==> src/rtl/lnk_deser_pkg.sv <==
package lnk_deser_pkg;
  typedef enum logic {ST_IDLE, ST_RECV} rx_state_e;

  // number of payload bits following the start bit for a given frame kind
  function automatic int unsigned frame_bits(input logic is_cmd, input int unsigned cmd_len,
                                             input int unsigned img_len);
    return is_cmd ? cmd_len : img_len;
  endfunction

  // true when bit position idx (0-based after start bit) closes a word
  function automatic logic closes_word(input int unsigned idx, input int unsigned word_w);
    return (idx % word_w) == (word_w - 1);
  endfunction
endpackage

==> src/rtl/lnk_frame_ctl.sv <==
module lnk_frame_ctl
  import lnk_deser_pkg::*;
#(
  parameter int unsigned CMD_LEN = 32,
  parameter int unsigned IMG_LEN = 16,
  parameter int unsigned WORD_W  = 16
) (
  input  logic clk,
  input  logic rst_n,
  input  logic ser_in,
  input  logic mode_cmd,
  output logic start_evt,
  output logic bit_evt,
  output logic word_end,
  output logic frame_end
);
  localparam int unsigned IDX_W = $clog2(CMD_LEN);

  rx_state_e        state_q;
  logic [IDX_W-1:0] idx_q;
  logic             cmd_q;

  assign start_evt = (state_q == ST_IDLE) && ser_in;
  assign bit_evt   = (state_q == ST_RECV);
  assign word_end  = bit_evt && closes_word(int'(idx_q), WORD_W);
  assign frame_end = bit_evt &&
                     (int'(idx_q) == int'(frame_bits(cmd_q, CMD_LEN, IMG_LEN)) - 1);

  always_ff @(posedge clk or negedge rst_n) begin
    if (!rst_n) begin
      state_q <= ST_IDLE;
      idx_q   <= '0;
      cmd_q   <= 1'b0;
    end else if (start_evt) begin
      state_q <= ST_RECV;
      idx_q   <= '0;
      cmd_q   <= mode_cmd;
    end else if (bit_evt) begin
      idx_q <= idx_q + 1'b1;
      if (frame_end) state_q <= ST_IDLE;
    end
  end

  AST_START_ONLY_IDLE: assert property (@(posedge clk) disable iff (!rst_n)
    frame_end |=> !bit_evt);
endmodule

==> src/rtl/lnk_word_pack.sv <==
module lnk_word_pack #(
  parameter int unsigned WORD_W = 16,
  parameter int unsigned FIFO_W = 18
) (
  input  logic              clk,
  input  logic              rst_n,
  input  logic              ser_in,
  input  logic              bit_evt,
  input  logic              word_end,
  output logic              wr_n,
  output logic [FIFO_W-1:0] data
);
  localparam int unsigned RSV_W = FIFO_W - WORD_W;

  logic [WORD_W-1:0] shreg_q;

  always_ff @(posedge clk or negedge rst_n) begin
    if (!rst_n) begin
      shreg_q <= '0;
      wr_n    <= 1'b1;
      data    <= '0;
    end else begin
      wr_n <= 1'b1;
      if (bit_evt) shreg_q <= {shreg_q[WORD_W-2:0], ser_in};
      if (word_end) begin
        wr_n <= 1'b0;
        data <= {{RSV_W{1'b0}}, shreg_q[WORD_W-2:0], ser_in};
      end
    end
  end
endmodule

==> src/rtl/lnk_link_mon.sv <==
module lnk_link_mon #(
  parameter int unsigned TMO_W = 16
) (
  input  logic             clk,
  input  logic             rst_n,
  input  logic             start_evt,
  input  logic [TMO_W-1:0] tmo_lim,
  output logic             link_ok
);
  logic [TMO_W-1:0] since_q;
  logic             seen_q;

  always_ff @(posedge clk or negedge rst_n) begin
    if (!rst_n) begin
      since_q <= '0;
      seen_q  <= 1'b0;
    end else if (start_evt) begin
      since_q <= '0;
      seen_q  <= 1'b1;
    end else if (since_q != '1) begin
      since_q <= since_q + 1'b1;
    end
  end

  assign link_ok = seen_q && (since_q < tmo_lim);

  AST_LINK_UP: assert property (@(posedge clk) disable iff (!rst_n)
    (start_evt && tmo_lim != '0) |=> link_ok);
  AST_LINK_DROP_NO_START: assert property (@(posedge clk) disable iff (!rst_n)
    $fell(link_ok) |-> !$past(start_evt));
endmodule

==> src/rtl/lnk_deser_top.sv <==
module lnk_deser_top #(
  parameter int unsigned PRE_W  = 8,
  parameter int unsigned CMD_W  = 24,
  parameter int unsigned WORD_W = 16,
  parameter int unsigned FIFO_W = 18,
  parameter int unsigned TMO_W  = 16
) (
  input  logic              clk,
  input  logic              rst_n,
  input  logic              ser_in,
  input  logic              mode_cmd,
  input  logic [TMO_W-1:0]  tmo_lim,
  output logic              fifo_wr_n,
  output logic [FIFO_W-1:0] fifo_data,
  output logic              link_ok
);
  localparam int unsigned CMD_LEN = PRE_W + CMD_W;
  localparam int unsigned IMG_LEN = WORD_W;

  logic start_evt, bit_evt, word_end, frame_end;

  lnk_frame_ctl #(.CMD_LEN(CMD_LEN), .IMG_LEN(IMG_LEN), .WORD_W(WORD_W)) u_ctl (
    .clk(clk), .rst_n(rst_n), .ser_in(ser_in), .mode_cmd(mode_cmd),
    .start_evt(start_evt), .bit_evt(bit_evt), .word_end(word_end), .frame_end(frame_end)
  );

  lnk_word_pack #(.WORD_W(WORD_W), .FIFO_W(FIFO_W)) u_pack (
    .clk(clk), .rst_n(rst_n), .ser_in(ser_in), .bit_evt(bit_evt),
    .word_end(word_end), .wr_n(fifo_wr_n), .data(fifo_data)
  );

  lnk_link_mon #(.TMO_W(TMO_W)) u_mon (
    .clk(clk), .rst_n(rst_n), .start_evt(start_evt), .tmo_lim(tmo_lim), .link_ok(link_ok)
  );

  AST_WR_ONE_CYCLE: assert property (@(posedge clk) disable iff (!rst_n)
    !fifo_wr_n |=> fifo_wr_n);
  AST_FRAME_END_WRITES: assert property (@(posedge clk) disable iff (!rst_n)
    frame_end |=> !fifo_wr_n);
  AST_NO_WRITE_OUTSIDE_FRAME: assert property (@(posedge clk) disable iff (!rst_n)
    !bit_evt |=> fifo_wr_n);
endmodule

==> config.mk <==
export PLATFORM = sky130hd
export DESIGN_NAME = lnk_deser_top
export DESIGN_NICKNAME = d
export VERILOG_FILES = /design/src/rtl/lnk_deser_pkg.sv /design/src/rtl/lnk_frame_ctl.sv /design/src/rtl/lnk_word_pack.sv /design/src/rtl/lnk_link_mon.sv /design/src/rtl/lnk_deser_top.sv
export SDC_FILE = /design/constraint.sdc
export NUM_CORES = 1
export LEC_CHECK = 0
export BUFFER_PORTS_ARGS = -buffer_cell sky130_fd_sc_hd__buf_2
export CAP_MARGIN = 0
export CORE_MARGIN = 4
export CORE_UTILIZATION = 55
export DETAILED_ROUTE_END_ITERATION = 8
export PLACE_DENSITY = 0.77
export SLEW_MARGIN = 20
export SYNTH_ARGS = -nofsm -noshare
export SYNTH_HDL_FRONTEND = slang
export SYNTH_SLANG_ARGS = --single-unit
export TNS_END_PERCENT = 10
==> constraint.sdc <==
create_clock -name clk -period 2.1 [get_ports clk]
set_input_delay 0.21 -clock clk [delete_from_list [all_inputs] [get_ports clk]]
set_output_delay 0.21 -clock clk [all_outputs]
set_load 0.005 [all_outputs]
== Yosys cells after proc, flatten, opt, wreduce, memory -nomap -nowiden ==
Index checks and enable logic that the tools add are counted.

* Output and inout port bits: 20
* Bits in latches: 0
* Flip-flop bits (word level): 56
* Input bits: 20
* Memories kept: 0
* ROM bits: 0
* Bits in writable memories: 0
* Logic and storage cells: 31

* Order comparisons: 1
* Reduce and logical (&&, ||, !) cells: 6
* Add/subtract/negate cells: 3
* Divide/modulo/power cells: 0
* Bitwise operators: 1
* Equal/unequal tests: 3
* Shifts and indexed selects: 0
* Multipliers: 0
* Muxes and demuxes: 9

{| class="wikitable"
|+ Operators with widths
! cell !! count
|-
| equality test 6 x 32 -> 1 bit || 1
|-
| 2-to-1 mux 16 bit || 2
|-
| subtractor 32 x 2 -> 32 bit, second input constant || 1
|-
| adder 16 x 1 -> 16 bit, second input constant || 1
|-
| < comparator 16 bit || 1
|-
| inequality test 16 bit, second input constant || 1
|-
| 2-to-1 mux 5 bit || 2
|-
| 2-to-1 mux 6 bit || 1
|-
| adder 5 x 1 -> 5 bit, second input constant || 1
|-
| equality test 4 bit, second input constant || 1
|-
| logical AND 1 bit || 4
|-
| 2-to-1 mux 1 bit || 4
|-
| nonzero test 2 bit || 2
|-
| inverter 1 bit || 1
|}

== Depth between registers and ports, before layout ==
Gate-level depths: netlist of the first run.

* Depth after elaboration: 7
* Mapped depth: 6
* Mapped depth without buffers: 6

== Cells and area by module ==
A second synthesis of the first run with hierarchy kept.

* Cells, all modules: 243
* Area, all modules: 2954.1 um^2

{| class="wikitable"
|+ Modules (own cells, without submodules)
! module !! seq. area each (um^2) !! cells an instance !! instances !! area an instance (um^2)
|-
| lnk_word_pack || 802.0 || 71 || 1 || 1307.5
|-
| lnk_link_mon || 425.4 || 142 || 1 || 1278.7
|-
| lnk_frame_ctl || 175.2 || 30 || 1 || 367.9
|}

== Worst setup path after synthesis of the first run ==
Ideal clock, no wire load.

* Kind: reg2out
* Start point: register u_mon.since_q[15]
* End point: output link_ok
* Required time: 1.890 ns
* Path slack: 0.386 ns
* Arrival time: 1.504 ns
* Stages on the path, launching flop included: 6
* Path through: dfrtp_1 -> ha_1 -> nand4_1 -> or3_1 -> a221oi_1 -> nor4_1

* Longest elaborated chain between the ends: 2

{| class="wikitable"
|+ RTL lines
! element !! RTL line !! RTL
|-
| from (decl) || lnk_link_mon.sv:10 || <nowiki>logic [TMO_W-1:0] since_q;</nowiki>
|-
| from (signal assigned) || lnk_link_mon.sv:21 || <nowiki>since_q <= since_q + 1'b1;</nowiki>
|-
| < comparator 16 bit || lnk_link_mon.sv:25 || <nowiki>assign link_ok = seen_q && (since_q < tmo_lim);</nowiki>
|-
| logical AND 1 bit || lnk_link_mon.sv:25 ||
|-
| to (decl) || lnk_deser_top.sv:15 || <nowiki>output logic link_ok</nowiki>
|}

No other way between the ends.

== Final worst setup path of the first run ==
Same ends and word-level chain as after synthesis.

==> summary.txt, run 1 <==
Run status
  – Outcome: finished, final reports clean

Logic synthesis
  – Simple-Gate Fraction of Synth Area: 14.2%
  – Top-count cell post-synth: dfrtp_1
  – Post-Synth XOR/XNOR Area: 0.609%
  – Main synth FF type: dfrtp_1
  – Area contributors post-synth: dfrtp_1, mux2_2, ha_1, inv_1, nand4_1
  – Synth async-reset ratio: 100%
  – Number of synthesized flops with an enable pin: 0
  – Yosys top cell area share: 47.8%
  – Multiplexer share of the synthesized area: 14.4%
  – Area leader, netlist: dfrtp_1
  – Number of synthesized register bits: 56
  – Register area share after synthesis: 48.8%
  – Adder-Cell Fraction of Synth Area: 7.39%
  – Top post-synthesis cells by count: dfrtp_1, mux2_2, inv_1
  – Yosys Warn Count: 0
  – Syn Inst Count: 252
  – Syn Area/Cell: 11.4 µm²
  – Synthesized area: 0.00288 mm²
  – Synth Area in Compound Gates: 9.05%
  – Largest family of logic cells by synthesized area: multiplexers
  – Yosys cell types: 49

Hold path
  – Hold endpoint: u_ctl.cmd_q
  – Hold/Removal Path Class: in -> reg
  – Hold Startpoint: mode_cmd
  – Worst hold path depth: 3

Route
  – Routed WL: 5.64 mm
  – First-pass iteration count of the detailed router: 4
  – Via density: 5.46
  – DR vias: 2068
  – Drt initial violations: 99
  – DRC Markers: 0
  – ANT nets after route: 0
  – Mean routed wirelength per cell: 14.9 µm

Cells and area
  – Register Area: 0.00141 mm²
  – Fill cells: 412
  – Multi-input combinational cell area: 0.00138 mm²
  – NumNets Final: 345
  – Final Non-Filler Cells: 379
  – Area growth, synth to finish: 19.1%
  – Diode count: 0
  – Share of layout cells above drive strength 1: 38.5%

CTS
  – Root Buffer: clkbuf_8
  – Clock tree buffer depth: 2
  – CTS Sinks: 56
  – Inserted Clock Buffers: 5
  – TritonCTS clock tree: done
  – Clk slew on worst S/H paths: 0.10 ns
  – H-tree Lvls: 2
  – Clock Latency Late Sink: 0.31 ns

Floorplan
  – Core box area: 0.00507 mm²
  – I/O Pins: 40
  – Die span in x: 80.3 µm
  – Die area: 0.00645 mm²
  – Die height: 80.3 µm
  – Initial core utilization: 56.7%
  – # rows: 26

GRT
  – Global route total overflow: 0
  – Largest net degree at the start of global routing: 25
  – Vias in the first global route: 2101
  – Initial antenna violation count: 0
  – Global-route wire length before repair: 9.62 mm
  – GRT Util Overall: 19.1%

STA
  – Max-slew violations: 0
  – Hold_ws: 0.106 ns
  – Total negative slack: 0 ns
  – Final setup fails: 0
  – Worst Max-Slew Pin Slew: 0.505 ns
  – Final Hold Viols: 0
  – Share of the clock period used by the worst path: 99.9%
  – Max Clock Freq: 477 MHz
  – Tmin final: 2.10 ns
  – Layout Skew: 0.00742 ns
  – RSZ-0062 raised after global routing: true
  – Max-slew headroom: 66.3%

Worst setup path
  – CP Max Fanout: 3
  – Flop2flop setup slack: 0.22 ns
  – R2R Path Start: u_mon.since_q[0]
  – Crit path DAT: 1.89 ns
  – Crit path max-delay cell type: dfrtp_1
  – R2r endpoint: u_mon.since_q[3]
  – Startpoint types: flop
  – Worst Path Required: 1.89 ns
  – CP top delay family: simple AND/OR/NAND/NOR gates
  – WS Path Type: reg -> out
  – Crit-path cells: ha_4 > nand4_1 > or3_1 > a221oi_2 > nor4_1 > buf_2
  – CP peak stage delay: 0.43 ns
  – R2R depth: 6
  – WP buf/inv: 1
  – CP Capture Type: primary output

Power
  – Power density over the cells: 1230 mW/mm²
  – Peak supply drop: 754 µV
  – Lkg Pwr: 1.65 nW

Placement
  – Gpl congestion: 0.828
  – Port bufs: 37
  – DP HPWL: 4.00 mm
  – DP Cell Count: 357

Flow run
  – Max Cap Viol: 0
==> cells in the final DEF, fill, tap and decap left out, types with 6 or more instances in the layout <==
master,n
buf_2,37
a21oi_1,7
dfrtp_1,50
ha_1,13
mux2_2,32
buf_4,22
a31oi_1,8
inv_1,20
nand2b_1,6
o21ai_0,7
nand4_1,10
nand3_1,11
nor2_1,7
nand2_1,13
==> cell type report <==
type,count,share of cell area (%)
Multi-Input combinational cell,165,40.2
Clock buffer,5,2.01
Tap cell,70,2.56
Timing Repair Buffer,60,10.5
Sequential cell,56,41.1
Clock inverter,3,1.39
Inverter,20,2.19
==> sequential cells by signal (all words and copies together) (netlist names) <==
| signal | cells |
|---|---|
| u_ctl.cmd_q | 1 |
| u_mon.seen_q | 1 |
| u_pack.wr_n | 1 |
| u_pack.data | 16 |
| u_pack.shreg_q | 15 |
| u_ctl.bit_evt | 1 |
| u_mon.since_q | 16 |
| u_ctl.idx_q | 5 |
==> cells by family after synthesis <==
logic type	Yosys count
XOR/XNOR	2
buffers and inverters	32
adder cells (fa/ha/maj)	17
AO/OA/AOI/OAI	37
multiplexers	37
flip-flops	56
AND/OR/NAND/NOR	70
other	1
==> power breakdown <==
group	leakage (nW)	internal, W	switching (W)	total [W]
Combinational	0.917	0.000886	0.000700	0.00159
Clock	0.0583	0.000360	0.000350	0.000710
Sequential	0.671	0.00156	0.000350	0.00191
Total	1.65	0.00281	0.00140	0.00421
==> how the worst max path moves through the flow <==
stage,endpoint,cells past startpoint,start
after floorplan,link_ok,5,u_mon.since_q[15]
after global placement,link_ok,6,u_mon.since_q[15]
after detailed placement,link_ok,6,u_mon.since_q[15]
after CTS,link_ok,6,u_mon.since_q[15]
after global routing,link_ok,6,u_mon.since_q[13]
final,link_ok,6,u_mon.since_q[15]
==> worst reg2reg max path: stages (launching register included) <==
cell and delay [ns]:
dfrtp_1 0.48, ha_1 0.29, and3_4 0.23, and3_1 0.24
buf_4 0.17, nor2_2 0.05, a2111oi_4 0.32
==> stage by stage <==
step	util, %	setup WS [ns]	power [W]	area (µm²)
CTS	67.0	-0.0102	0.00424	3400
global placement	61.9	0.175	0.00333	3140
detailed placement	61.9	0.124	0.00342	3140
floorplan	-	0.386	0.00291	2880
finish	67.5	0.00169	0.00421	3430
global route	67.5	-0.118	0.00454	3430
==> routing by layer <==
layer / global-route usage (%) / part of all wire [%]
met5: 0 / 0
met4: 5.41 / 1.5
met3: 4.71 / 4.7
met2: 32.0 / 50
met1: 24.4 / 44
==> timing repair <==
item,4_1_cts,5_1_grt
hold endpoints to repair,16,0
pin swaps,4,1
gates resized for setup,9,1
hold buffers,1,0
setup buffers,11,2
endpoints found under the setup margin,1,1
Note: power is estimated with default switching activity, not from simulation.
==> run 2: changes to the inputs <==
--- a/config.mk
+++ b/config.mk
@@ -7,10 +7,12 @@
 export LEC_CHECK = 0
 export BUFFER_PORTS_ARGS = -buffer_cell sky130_fd_sc_hd__buf_2
 export CAP_MARGIN = 0
+export CORE_ASPECT_RATIO = 0.7
 export CORE_MARGIN = 4
 export CORE_UTILIZATION = 55
+export CTS_CLUSTER_DIAMETER = 100
 export DETAILED_ROUTE_END_ITERATION = 8
-export PLACE_DENSITY = 0.77
+export PLACE_DENSITY_LB_ADDON = 0.05
 export SLEW_MARGIN = 20
 export SYNTH_ARGS = -nofsm -noshare
 export SYNTH_HDL_FRONTEND = slang
==> run 2 against run 1 <==
  * The run now ends with negative setup slack left
  * First-iteration DRC count is 3.0% higher
  * Wire length rose by 1.3%
  * Largest cell class is now multi-input gates
  * Highest routed layer unchanged
  * Combinational power increased by 4%
  * Die area is 0.28% higher
  * Largest power group unchanged
  * Total power up 0.96%
  * Sequential power is essentially flat
  * Critical path depth stayed put
  * Non-clock buffer count rose by 2
  * Register-to-register slack about the same
  * Global-route usage fell by 0.45 points
  * Flip-flop and latch count is the same
  * Worst setup slack got worse by 0.10 ns
==> summary.txt, run 2 (synthesis results as in run 1) <==
Power
  – Combinational Power Share: 39.0% (+1.3 points)
  – Power Internal: 0.00284 W (+0.94%)
  – Power density over the cells: 1220 mW/mm² (-0.38%)
  – Fraction of power spent switching nets: 33.3% (about the same)
  – Lkg Pwr: 1.66 nW (+0.82%)
  – Peak supply drop: 699 µV (-7.2%)
  – Net switching power: 0.00141 W (+1.0%)
  – Reg power frac: 44.5% (-1.0 points)
  – Clock power share: 16.5% (-0.4 points)
  – Total power draw: 0.00425 W (+0.96%)

Route
  – ANT nets after route: 0 (unchanged)
  – First-pass iteration count of the detailed router: 4 (unchanged)
  – DRC Markers: 0 (unchanged)
  – Drt initial violations: 102 (+3.0%)
  – Via density: 5.48 (+0.51%)
  – Mean routed wirelength per cell: 15.0 µm (+1.1%)
  – DR vias: 2084 (+0.77%)
  – Routed WL: 5.72 mm (+1.3%)

GRT
  – Global-route wire length before repair: 9.16 mm (-4.7%)
  – Vias in the first global route: 1879 (-11%)
  – Global route total overflow: 0 (unchanged)
  – GRT Util Overall: 18.6% (-0.45 points)
  – Initial antenna violation count: 0 (unchanged)
  – Largest net degree at the start of global routing: 32 (+28%)

Worst setup path
  – Crit path max-delay cell type: dfrtp_2
  – CP top delay family: simple AND/OR/NAND/NOR gates
  – WS Path Type: reg -> out
  – CP Max Fanout: 5 (+2)
  – WP buf/inv: 1 (unchanged)
  – Worst Path Required: 1.89 ns (about the same)
  – CP Capture Type: primary output
  – Crit path DAT: 1.99 ns (+0.10 ns)
  – Crit-path cells: ha_4 > nand4_1 > or3_4 > a221oi_2 > nor4_1 > buf_2
  – CP peak stage delay: 0.46 ns (+0.03 ns)
  – Startpoint types: flop

Floorplan
  – Initial core utilization: 58.5% (+1.9 points)
  – # rows: 21 (-19%)
  – I/O Pins: 40 (unchanged)
  – Core box area: 0.00491 mm² (-3.2%)
  – Die span in x: 94.4 µm (+18%)
  – Die area: 0.00647 mm² (+0.28%)
  – Die height: 68.5 µm (-15%)

CTS
  – TritonCTS clock tree: done
  – Root Buffer: clkbuf_8
  – CTS Sinks: 56 (unchanged)
  – Clock Latency Late Sink: 0.31 ns (about the same)
  – Inserted Clock Buffers: 5 (unchanged)
  – Clock tree buffer depth: 2 (unchanged)
  – Clk slew on worst S/H paths: 0.10 ns (about the same)
  – H-tree Lvls: 2 (unchanged)

Hold path
  – Hold/Removal Path Class: in -> reg

Placement
  – Port bufs: 37 (unchanged)
  – Gpl congestion: 0.844 (+2.0%)
  – DP Worst Slack: 0.121 ns (-0.00331 ns)
  – DP HPWL: 4.01 mm (about the same)

Cells and area
  – Top Registers: u_mon.since_q (16), u_pack.data (16), u_pack.shreg_q (15)
  – Share of layout cells above drive strength 1: 38.6% (+0.074 points)
  – Area growth, synth to finish: 20.7%
  – NumNets Final: 347 (+0.58%)
  – Commonest non-fill, non-tap cell in the layout: dfrtp_1
  – Diode count: 0 (unchanged)
  – Most frequent cells in the layout: dfrtp_1, buf_2, mux2_2, buf_4, inv_1

STA
  – Hold_ws: 0.0855 ns (-0.0205 ns)
  – Max Clock Freq: 455 MHz (-4.6%)
  – Share of the clock period used by the worst path: 105% (+4.8 points)
  – Final Hold Viols: 0 (unchanged)
  – Max-slew violations: 0 (unchanged)
  – RSZ-0062 raised after global routing: true
  – Layout Skew: 0.00689 ns (-0.000527 ns)
  – Tmin final: 2.20 ns (+0.101 ns)
  – Max-slew headroom: 60.8% (-5.5 points)
  – Setup ws final: -0.0993 ns (-0.101 ns)
  – Worst Max-Slew Pin Slew: 0.589 ns (+0.0840 ns)
  – Final setup fails: 1 (+1)

Run status
  – Failing checks: negative setup slack
  – Outcome: finished, violations left

Flow run
  – Max Cap Viol: 0 (unchanged)
[run 2: changes by cell type in the layout (fill, tap and decap cells not counted), moves of 2 or more]
cell	change
dfrtp_2	-4
ha_4	+2
ha_1	-2
clkinv_4	-2
dfrtp_1	+4
[run 2: tightest hold or removal path, delay by kind of cell]
kind / cells / cell delay, ns
AND/OR/NAND/NOR: 2 / 0.09
buffers and inverters: 1 / 0.07
[run 2: final timing paths]
kind,from,end,slack (ns),depth (start not counted)
worst max-delay path,u_mon.since_q[12],link_ok,-0.1,6
worst min-delay path,mode_cmd,u_ctl.cmd_q,0.09,3
worst max register to register,u_mon.since_q[14],u_mon.since_q[0],0.23,6
worst min register to register,u_mon.seen_q,u_mon.seen_q,0.50,1
max in group asynchronous,rst_n,u_pack.wr_n,1.04,3
min in group asynchronous,rst_n,u_mon.since_q[0],0.42,2
[run 2: layer usage]
metal	vias up	routed length, µm	GRT usage [%]
met5	-	0	0
met4	0	44	5.59
met3	7	291	5.10
met2	53	2340	24.8
met1	999	3040	29.2
li1	1025	-	-
[run 2: cell type report]
class / instances / area [µm²]
inverters: 20 / 75.1
fillers: 374 / 1440
repair buffers: 62 / 388
flip-flops and latches: 56 / 1400
multi-input cells: 165 / 1410
clock buffers: 5 / 68.8
well taps: 69 / 86.3
clock inverters: 3 / 42.5
[run 2: stage by stage]
step / setup TNS [ns] / instances / utilization, % / instance area (µm²)
detailed placement: 0 / 361 / 64.9 / 3190
finish: -0.0993 / 380 / 70.7 / 3470
floorplan: 0 / 253 / - / 2880
global route: -0.171 / 380 / 70.7 / 3470
CTS: -0.0744 / 377 / 68.7 / 3370
global placement: 0 / 361 / 64.9 / 3190
[run 2: power by group through the flow]
stage / registers [W] / clock network (W) / logic, W
after CTS: 0.00188 / 0.000718 / 0.00161
after floorplan: 0.00189 / 0 / 0.00102
after global routing: 0.00197 / 0.000764 / 0.00186
after global placement: 0.00191 / 0 / 0.00150
after detailed placement: 0.00192 / 0 / 0.00153
final: 0.00189 / 0.000701 / 0.00166
[run 2: what timing repair did]
item	in CTS	in global routing
hold buffers	1	0
pin swaps	1	3
gates cloned	0	0
endpoints found under the hold margin	25	0
gates resized for setup	2	7
buffers inserted	7	3
setup endpoints to repair	1	1
==> run 3: changes to the inputs <==
--- a/config.mk
+++ b/config.mk
@@ -8,11 +8,10 @@
 export BUFFER_PORTS_ARGS = -buffer_cell sky130_fd_sc_hd__buf_2
 export CAP_MARGIN = 0
 export CORE_ASPECT_RATIO = 0.7
-export CORE_MARGIN = 4
 export CORE_UTILIZATION = 55
 export CTS_CLUSTER_DIAMETER = 100
 export DETAILED_ROUTE_END_ITERATION = 8
-export PLACE_DENSITY_LB_ADDON = 0.05
+export PLACE_DENSITY = 0.88
 export SLEW_MARGIN = 20
 export SYNTH_ARGS = -nofsm -noshare
 export SYNTH_HDL_FRONTEND = slang
==> constraint.sdc (replaced) <==
create_clock -name clk -period 2.5 [get_ports clk]
set_input_delay 0.25 -clock clk [delete_from_list [all_inputs] [get_ports clk]]
set_output_delay 0.25 -clock clk [all_outputs]
set_load 0.005 [all_outputs]
==> run 3 against run 2 <==
  * The flow now finishes without violations
  * Flip-flop and latch count unchanged
  * Non-clock buffer count is 18 lower
  * Combinational power decreased by 28%
  * Worst setup slack gained 0.23 ns
  * Count of clock-buffer cells in the layout rose by 1
  * Utilization shrank 4.8 points
==> summary.txt, run 3 (synthesis results as in run 1) <==
Run status
  – Outcome: finished, final reports clean

GRT
  – Vias in the first global route: 1982 (+5.5%)
  – GRT Util Overall: 21.0% (+2.4 points)
  – Largest net degree at the start of global routing: 25 (-22%)
  – Global-route wire length before repair: 9.08 mm (-0.91%)
  – Global route total overflow: 0 (unchanged)
  – Initial antenna violation count: 0 (unchanged)

CTS
  – Clock Latency Late Sink: 0.30 ns (about the same)
  – TritonCTS clock tree: done
  – Inserted Clock Buffers: 5 (unchanged)
  – CTS Sinks: 56 (unchanged)
  – Root Buffer: clkbuf_8
  – H-tree Lvls: 2 (unchanged)
  – Postcts setup bufs: 0 (-7)
  – Clock tree buffer depth: 2 (unchanged)
  – Clk slew on worst S/H paths: 0.10 ns (about the same)

Route
  – First-pass iteration count of the detailed router: 5 (+1)
  – Routed WL: 5.51 mm (-3.6%)
  – Mean routed wirelength per cell: 15.2 µm (+1.2%)
  – Via density: 5.72 (+4.3%)
  – DR vias: 2071 (-0.62%)
  – DRC Markers: 0 (unchanged)
  – ANT nets after route: 0 (unchanged)
  – Drt initial violations: 190 (+86%)

STA
  – Total negative slack: 0 ns (+0.0993 ns)
  – Final setup fails: 0 (-1)
  – Max-slew violations: 0 (unchanged)
  – Tmin final: 2.37 ns
  – Max-slew headroom: 64.6% (+3.8 points)
  – Layout Skew: 0.00368 ns (-0.00321 ns)
  – Hold_ws: 0.157 ns (+0.0713 ns)
  – Final Hold Viols: 0 (unchanged)
  – Max Clock Freq: 422 MHz
  – Share of the clock period used by the worst path: 94.9%
  – Worst Max-Slew Pin Slew: 0.531 ns (-0.0572 ns)

Floorplan
  – Die height: 62.5 µm (-8.8%)
  – # rows: 21 (unchanged)
  – Core box area: 0.00491 mm² (unchanged)
  – I/O Pins: 40 (unchanged)
  – Initial core utilization: 58.5% (unchanged)
  – Die span in x: 88.4 µm (-6.4%)
  – Die area: 0.00553 mm² (-15%)

Cells and area
  – Post-route cell area: 0.00324 mm² (-6.8%)
  – Commonest non-fill, non-tap cell in the layout: dfrtp_1
  – Register Area: 0.00140 mm² (unchanged)
  – Top Registers: u_mon.since_q (16), u_pack.data (16), u_pack.shreg_q (15)
  – NumNets Final: 329 (-5.2%)
  – Area growth, synth to finish: 12.6%
  – Most frequent cells in the layout: dfrtp_1, buf_2, mux2_2, inv_1, ha_1
  – Finished Core Util: 65.9% (-4.8 points)
  – Multi-input combinational cell area: 0.00132 mm² (-6.1%)
  – Fill cells: 390 (+4.3%)
  – Share of layout cells above drive strength 1: 32.1% (-6.5 points)
  – Diode count: 0 (unchanged)

Power
  – Reg power frac: 49.3% (+4.8 points)
  – Peak supply drop: 411 µV (-41%)
  – Fraction of power spent switching nets: 34.4% (+1.1 points)
  – Power density over the cells: 1040 mW/mm² (-15%)
  – Clock power share: 15.3% (-1.2 points)
  – Lkg Pwr: 1.56 nW (-5.9%)
  – Combinational Power Share: 35.4% (-3.6 points)
  – Net switching power: 0.00116 W (-18%)
  – Total power draw: 0.00337 W (-21%)
  – Power Internal: 0.00221 W (-22%)

Worst setup path
  – CP Max Fanout: 7 (+2)
  – Crit path DAT: 2.12 ns (+0.13 ns)
  – CP Capture Type: primary output
  – Worst Path Required: 2.25 ns (+0.36 ns)
  – Crit path max-delay cell type: dfrtp_2
  – WS Path Type: reg -> out
  – CP peak stage delay: 0.46 ns (about the same)
  – Startpoint types: flop
  – Crit-path cells: ha_1 > nand4_1 > or3_1 > a221oi_1 > nor4_1 > buf_2

Placement
  – Area of placed instances: 0.00313 mm² (-1.9%)
  – Port bufs: 37 (unchanged)
  – DP HPWL: 3.93 mm (-1.8%)
  – Gpl congestion: 0.813 (-3.6%)

Flow run
  – Max Cap Viol: 0 (unchanged)

Hold path
  – Hold/Removal Path Class: in -> reg
==> run 3: critical path, delay by kind of cell, from the launching register on <==
kind,cells,cell delay (ns)
AND/OR/NAND/NOR,3,0.67
buffers and inverters,1,0.13
AO/OA/AOI/OAI,1,0.22
adder cells (fa/ha/maj),1,0.34
flip-flops,1,0.46
==> run 3: area by class of cell <==
type / count / area share (%)
timing repair buffer: 44 / 7.81
tap: 69 / 2.67
multi-input combinational: 165 / 40.8
clock buffer: 6 / 2.55
inverter: 20 / 2.32
sequential: 56 / 43.4
clock inverter: 2 / 0.464
==> run 3: repair_timing <==
action	4_1_cts	5_1_grt
setup endpoints to repair	0	1
hold buffers	1	0
hold endpoints to repair	21	0
resized for setup	0	1
==> run 3: power groups by stage <==
stage / sequential [W] / clock [W] / combinational, W
after floorplan: 0.00159 / 0 / 0.000859
after global placement: 0.00164 / 0 / 0.00113
after detailed placement: 0.00167 / 0 / 0.00120
after CTS: 0.00165 / 0.000524 / 0.00121
after global routing: 0.00172 / 0.000552 / 0.00134
final: 0.00166 / 0.000515 / 0.00119
==> run 3: final timing paths <==
kind                                        start          endpoint  slack [ns]  cells past startpoint
worst max register to register   u_mon.since_q[0]  u_mon.since_q[0]        0.54                      6
worst min register to register       u_mon.seen_q      u_mon.seen_q        0.49                      1
worst max-delay path            u_mon.since_q[15]           link_ok        0.13                      6
worst min-delay path                     mode_cmd       u_ctl.cmd_q        0.16                      3
max in group asynchronous                   rst_n       u_pack.wr_n        1.34                      3
min in group asynchronous                   rst_n    u_pack.data[6]        0.45                      2
==> run 3: metrics by stage <==
| stage | setup WS, ns | instances |
|---|---|---|
| after floorplan | 0.746 | 253 |
| after global placement | 0.539 | 353 |
| after detailed placement | 0.464 | 353 |
| after CTS | 0.124 | 362 |
| after global routing | -0.00632 | 362 |
| final | 0.128 | 362 |
==> run 3: routing by layer <==
layer / global-route usage, % / vias to the layer above / wire length (µm)
li1: - / 991 / -
met1: 30.6 / 1003 / 2670
met2: 33.3 / 73 / 2560
met3: 3.30 / 4 / 238
met4: 4.64 / 0 / 35
met5: 0 / - / 0
